<file path="src/rtl/brc_pkg.sv">
`timescale 1ns/1ps
package brc_pkg;
  localparam int CODE_W = 4;
  localparam int SEL_W  = CODE_W - 1;
  localparam int N_BASE = 1 << SEL_W;

  typedef enum logic [CODE_W-1:0] {
    BRC_ALWAYS = 4'd0,  BRC_NEVER = 4'd1,
    BRC_EQ     = 4'd2,  BRC_NE    = 4'd3,
    BRC_MI     = 4'd4,  BRC_PL    = 4'd5,
    BRC_VS     = 4'd6,  BRC_VC    = 4'd7,
    BRC_CS_LO  = 4'd8,  BRC_CC_HS = 4'd9,
    BRC_LT     = 4'd10, BRC_GE    = 4'd11,
    BRC_LE     = 4'd12, BRC_GT    = 4'd13,
    BRC_LOS    = 4'd14, BRC_HI    = 4'd15
  } br_code_e;

  typedef struct packed {
    logic n;
    logic z;
    logic v;
    logic c;
  } flags_t;
endpackage

</file>
<file path="src/rtl/brc_cond_eval.sv">
`timescale 1ns/1ps
module brc_cond_eval
  import brc_pkg::*;
(
  input  logic [CODE_W-1:0] code,
  input  flags_t            flags,
  output logic              cond_met
);
  logic [N_BASE-1:0] base;
  logic              lt_s;

  assign lt_s = flags.n ^ flags.v;

  always_comb begin
    base    = '0;
    base[0] = 1'b1;
    base[1] = flags.z;
    base[2] = flags.n;
    base[3] = flags.v;
    base[4] = flags.c;
    base[5] = lt_s;
    base[6] = flags.z | lt_s;
    base[7] = flags.c | flags.z;
  end

  // bit 0 of the code inverts the selected base condition
  assign cond_met = base[code[CODE_W-1:1]] ^ code[0];
endmodule

</file>
<file path="src/rtl/brc_target_calc.sv">
`timescale 1ns/1ps
module brc_target_calc #(
  parameter int ADDR_W     = 16,
  parameter int DISP_W     = 8,
  parameter int WORD_SHIFT = 1
) (
  input  logic [ADDR_W-1:0] pc,
  input  logic [DISP_W-1:0] disp,
  output logic [ADDR_W-1:0] target
);
  localparam int EXT_W = ADDR_W - DISP_W - WORD_SHIFT;

  logic [ADDR_W-1:0] offset;

  generate
    if (WORD_SHIFT == 0) begin : g_byte
      assign offset = {{EXT_W{disp[DISP_W-1]}}, disp};
    end else begin : g_scaled
      assign offset = {{EXT_W{disp[DISP_W-1]}}, disp, {WORD_SHIFT{1'b0}}};
    end
  endgenerate

  assign target = pc + offset;
endmodule

</file>
<file path="src/rtl/brc_branch_unit.sv">
`timescale 1ns/1ps
module brc_branch_unit
  import brc_pkg::*;
#(
  parameter int ADDR_W     = 16,
  parameter int DISP_W     = 8,
  parameter int WORD_SHIFT = 1
) (
  input  logic              clk,
  input  logic              rst,
  input  logic              in_valid,
  input  logic [3:0]        br_code,
  input  logic              flag_n,
  input  logic              flag_z,
  input  logic              flag_v,
  input  logic              flag_c,
  input  logic [ADDR_W-1:0] pc,
  input  logic [DISP_W-1:0] disp,
  output logic              out_valid,
  output logic              taken,
  output logic [ADDR_W-1:0] target
);
  flags_t            flags;
  logic              cond_met;
  logic [ADDR_W-1:0] tgt_next;

  assign flags = '{n: flag_n, z: flag_z, v: flag_v, c: flag_c};

  brc_cond_eval u_cond (
    .code     (br_code),
    .flags    (flags),
    .cond_met (cond_met)
  );

  brc_target_calc #(
    .ADDR_W     (ADDR_W),
    .DISP_W     (DISP_W),
    .WORD_SHIFT (WORD_SHIFT)
  ) u_tgt (
    .pc     (pc),
    .disp   (disp),
    .target (tgt_next)
  );

  always_ff @(posedge clk) begin
    if (rst) begin
      out_valid <= 1'b0;
      taken     <= 1'b0;
      target    <= '0;
    end else begin
      out_valid <= in_valid;
      if (in_valid) begin
        taken  <= cond_met;
        target <= tgt_next;
      end
    end
  end
endmodule

</file>
<file path="config.mk">
export PLATFORM = sky130hd
export DESIGN_NAME = brc_branch_unit
export DESIGN_NICKNAME = d
export VERILOG_FILES = /design/src/rtl/brc_pkg.sv /design/src/rtl/brc_cond_eval.sv /design/src/rtl/brc_target_calc.sv /design/src/rtl/brc_branch_unit.sv
export SDC_FILE = /design/constraint.sdc
export NUM_CORES = 1
export LEC_CHECK = 0
export BUFFER_PORTS_ARGS = -buffer_cell sky130_fd_sc_hd__buf_2
export CORE_UTILIZATION = 39
export CTS_BUF_LIST = sky130_fd_sc_hd__clkbuf_16
export CTS_CLUSTER_DIAMETER = 60
export DETAILED_ROUTE_END_ITERATION = 10
export GPL_ROUTABILITY_DRIVEN = 0
export PLACE_DENSITY = 0.75
export SYNTH_ARGS = -nofsm -noshare
export SYNTH_HDL_FRONTEND = slang
export SYNTH_SLANG_ARGS = --single-unit
export TNS_END_PERCENT = 20
</file>
<file path="constraint.sdc">
create_clock -name clk -period 3.3 [get_ports clk]
set_input_delay 0.33 -clock clk [delete_from_list [all_inputs] [get_ports clk]]
set_output_delay 0.33 -clock clk [all_outputs]
set_load 0.02 [all_outputs]
</file>
* After elaboration in Yosys (flattened, before gate mapping)
Index checks and enable logic that the tools add are counted. W data, S select, Z words.
Word-level totals: register bits after elaboration 18, input port bits 35, output and inout bits 18, logic and storage cells 11
Cells by class: add/sub/neg operators 1, $lt $le $gt $ge 1, mux-type cells 2, bitwise logic cells 4
Operators by type and width (number):
- $add A16 B16 Y16 | 1
- $lt A3 B4 Y1 const B | 1
- $bmux W1 S3 | 1
- $or A1 B1 Y1 | 2
- $xor A1 B1 Y1 | 2
- $mux W1 | 1

* Logic depth before layout (Yosys ltp)
word-level depth 5, depth in mapped cells 8, gate-level depth less buffers 8

* By module
A second synthesis with hierarchy kept.
Unflattened totals: cells, all modules 157, area, all modules 1423.9 um2
By module, submodules not included:
- brc_target_calc | instances 1, cells an instance 87, area an instance 670.6 um2, sequential area each 0.0 um2
- brc_branch_unit | instances 1, cells an instance 57, area an instance 641.9 um2, sequential area each 360.3 um2
- brc_cond_eval | instances 1, cells an instance 13, area an instance 111.4 um2, sequential area each 0.0 um2

* Worst setup path after synthesis
No wires, ideal clock.
kind input port to flip-flop, start point input pc[1], end point register target[13], setup time 117 ps, data arrival time 2020 ps, required time 3183 ps, setup slack 1163 ps, cell stages on the path 8, path buffers 0, cells stage by stage ha_1 -> fa_1 -> a21oi_1 -> nor2_1 -> o21bai_1 -> a21oi_1 -> or3_1 -> a32o_1
Between the ends: word-level cells in the longest chain between the ends 1
Ends and longest elaborated chain:
- start: declaration | line brc_branch_unit.sv:17 | input logic [ADDR_W-1:0] pc,
- $add A16 B16 Y16 | line brc_target_calc.sv:23 | assign target = pc + offset;
- end signal: assignment | line brc_branch_unit.sv:54 | target <= tgt_next;
- end: declaration | line brc_branch_unit.sv:21 | output logic [ADDR_W-1:0] target
Every way passes these cells. A chain may end at the register's enable or synchronous reset.

* Worst setup path in the final report
Same ends and word-level chain as after synthesis.

==> results.py <==
metrics = {
    "status": {
        "status": "finished, final reports clean",
    },
    "place": {
        "placed_area_um2": 1650,
        "placed_cells": 250,
        "io_buffers": 52,
        "post-place-ws_ns": 0.941,
        "hpwl_mm": 2.38,
    },
    "yosys": {
        "synth-main-ff-cell": "dfxtp_1",
        "yosysTopAreaCell": "dfxtp_1",
        "ys_top_cells_by_area": "dfxtp_1 (27%), ha_1 (13%), mux2i_1 (6.7%)",
        "yosysWarningCount": 0,
        "synth_commonest_cells": "nor2_1 (23), dfxtp_1 (18), ha_1 (14)",
        "synthDominantCellAreaShare_pct": 26.7,
        "ys_seq_area_share_pct": 26.7,
        "syn_nets": 208,
        "synth_edf_count": 0,
        "ys_types": 38,
        "postSynthAreaPerCell_um2": 8.53,
        "async_reset_ff_share_pct": 0,
        "syn_area_um2": 1350,
        "synthCells": 158,
        "ys_ff_latch": 18,
        "synth_most_common_cell": "nor2_1",
    },
    "die": {
        "rows": 20,
        "boundaryPins": 53,
        "die_w_um": 60.8,
        "die_area_um2": 3690,
        "core_um2": 3150,
        "start_util_pct": 42.7,
        "die_y_um": 60.8,
    },
    "sta": {
        "whs_ns": 0.321,
        "setup_tns_ns": 0,
        "fin_skew_ns": 0,
        "timing.final.crit_share_pct": 63.5,
        "timing.final.max_slew_violations": 0,
        "slew_headroom_pct": 68.4,
        "finalWorstSetupSlack_ns": 1.21,
        "fin_crit_ns": 2.09,
        "setup_viol": 0,
        "worst_pin_slew_ns": 0.473,
        "fmax_mhz": 477,
        "rsz0062_at_grt": "false",
        "hold_viol": 0,
    },
    "drt": {
        "first_pass_iters": 4,
        "drcViolationCount": 0,
        "vias_per_cell": 5.11,
        "wire_per_inst_um": 11.4,
        "antenna_left": 0,
        "drt_iter0_drc": 50,
        "drt-total-wl_mm": 2.90,
        "routed-via-count": 1298,
    },
    "finish": {
        "seq_area_um2": 360,
        "multi_input_area_um2": 963,
        "drive_above_1_share_pct": 28.1,
        "fin_cells": 254,
        "nets": 261,
        "num-fill-cells": 333,
        "area_growth_pct": 28.0,
        "final_area_um2": 1730,
        "num_antenna_cells": 0,
    },
    "clocking": {
        "post_cts_buffers": 0,
        "htree_levels": 1,
        "postCtsHoldBufs": 0,
        "cts_buffers": 3,
        "path_clk_slew_ns": 0.05,
        "root_buffer": "clkbuf_16",
        "postCtsResizedCells": 0,
        "cts_tree": "done",
        "clkLatencyLatePin_ns": 0.24,
        "cts_sinks": 18,
        "clk_path_buf_depth": 2,
    },
    "critical_path": {
        "slowest_stage": "fa_1",
        "worstSetupPathType": "in -> reg",
        "path_cells": "buf_2, ha_1, fa_1, a21oi_1, nor2_1, o21bai_1, a21oi_1, or3_1, a32o_1",
        "slowest_delay_ns": 0.41,
        "endpoint_kind": "flip-flop",
        "crit_top_cell": "a21oi_1",
        "start_kind": "input pin",
        "worstPathRequired_ns": 3.44,
        "crit_arrival_ns": 2.23,
        "critPathMaxFanout": 3,
    },
    "grt": {
        "grt_pass1_vias": 1076,
        "antenna_found_initial": 0,
        "grt_use_total_pct": 16.6,
        "grt-ovfl-total": 0,
        "grt_max_degree": 21,
        "grt_pass1_wl_mm": 4.56,
    },
    "pwr": {
        "power.leakage_nw": 0.879,
        "vdd_drop_max_v": 0.000158,
        "powerDensity_nw_per_um2": 428,
    },
    "run": {
        "cap_viol_max_count": 0,
    },
    "min_path": {
        "hp-class": "in -> reg",
    },
}
[stage by stage]
stage               utilization (%)  total power, mW
floorplan                         -            0.430
global placement               52.2            0.501
detailed placement             52.2            0.505
CTS                            54.7            0.745
global route                   54.7            0.785
finish                         54.7            0.738
[cell type report]
cell class                 count  share of cell area (%)
timing repair buffer          52                    15.1
clock inverter                 1                   0.218
clock buffer                   3                    4.35
inverter                       2                   0.435
multi-input combinational    134                    55.8
sequential                    18                    20.9
tap                           44                    3.19
[layout by cell type, fill, tap and decap left out, types with 5 or more instances in the layout]
master    instances
buf_2            52
nor2_1           23
dfxtp_1          18
ha_1             14
a21oi_1          12
mux2i_1           9
o21ai_0           8
a21o_1            8
nand2_1           7
xnor2_1           7
xor2_1            5
a211oi_1          5
[where the power goes]
part / internal (mW) / total (mW) / switching [mW]
logic: 0.111 / 0.250 / 0.139
clock network: 0.161 / 0.237 / 0.0764
registers: 0.240 / 0.250 / 0.0104
[final timing paths]
kind	cells past startpoint	startpoint	to	slack, ns
worst min-delay path	3	pc[0]	target[0]	0.32
worst min register to register	1	target[14]	target[14]	0.48
worst max-delay path	9	pc[1]	target[13]	1.21
worst max register to register	3	target[15]	target[15]	2.39
[sequential cells by signal (all words and copies together), names as in the netlist]
signal and count:
target 16, out_valid 1, taken 1
[critical path, delay by kind of cell]
kind / cells / cell delay (ns)
buffers and inverters: 1 / 0.10
adder cells (fa/ha/maj): 2 / 0.64
AO/OA/AOI/OAI: 4 / 0.70
AND/OR/NAND/NOR: 2 / 0.44
[layer usage]
| layer | GRT usage [%] | share of wire (%) |
|---|---|---|
| met5 | 0 | 0 |
| met1 | 21.4 | 47 |
| met4 | 8.77 | 1.9 |
| met3 | 1.28 | 3.3 |
| met2 | 27.8 | 48 |
[cells by family (layout without fill, tap and decap cells)]
family	after synthesis	after routing	synth area share, %
muxes	9	9	6.69
buffers and inverters	6	58	1.76
DFF	18	18	26.7
and+or+nand+nor	45	45	15.8
AOI/OAI and AO/OA	53	53	26.7
adders and majority gates	15	15	14.5
xor gates and xnor gates	12	12	7.80
Note: power is estimated with default switching activity, not from simulation.
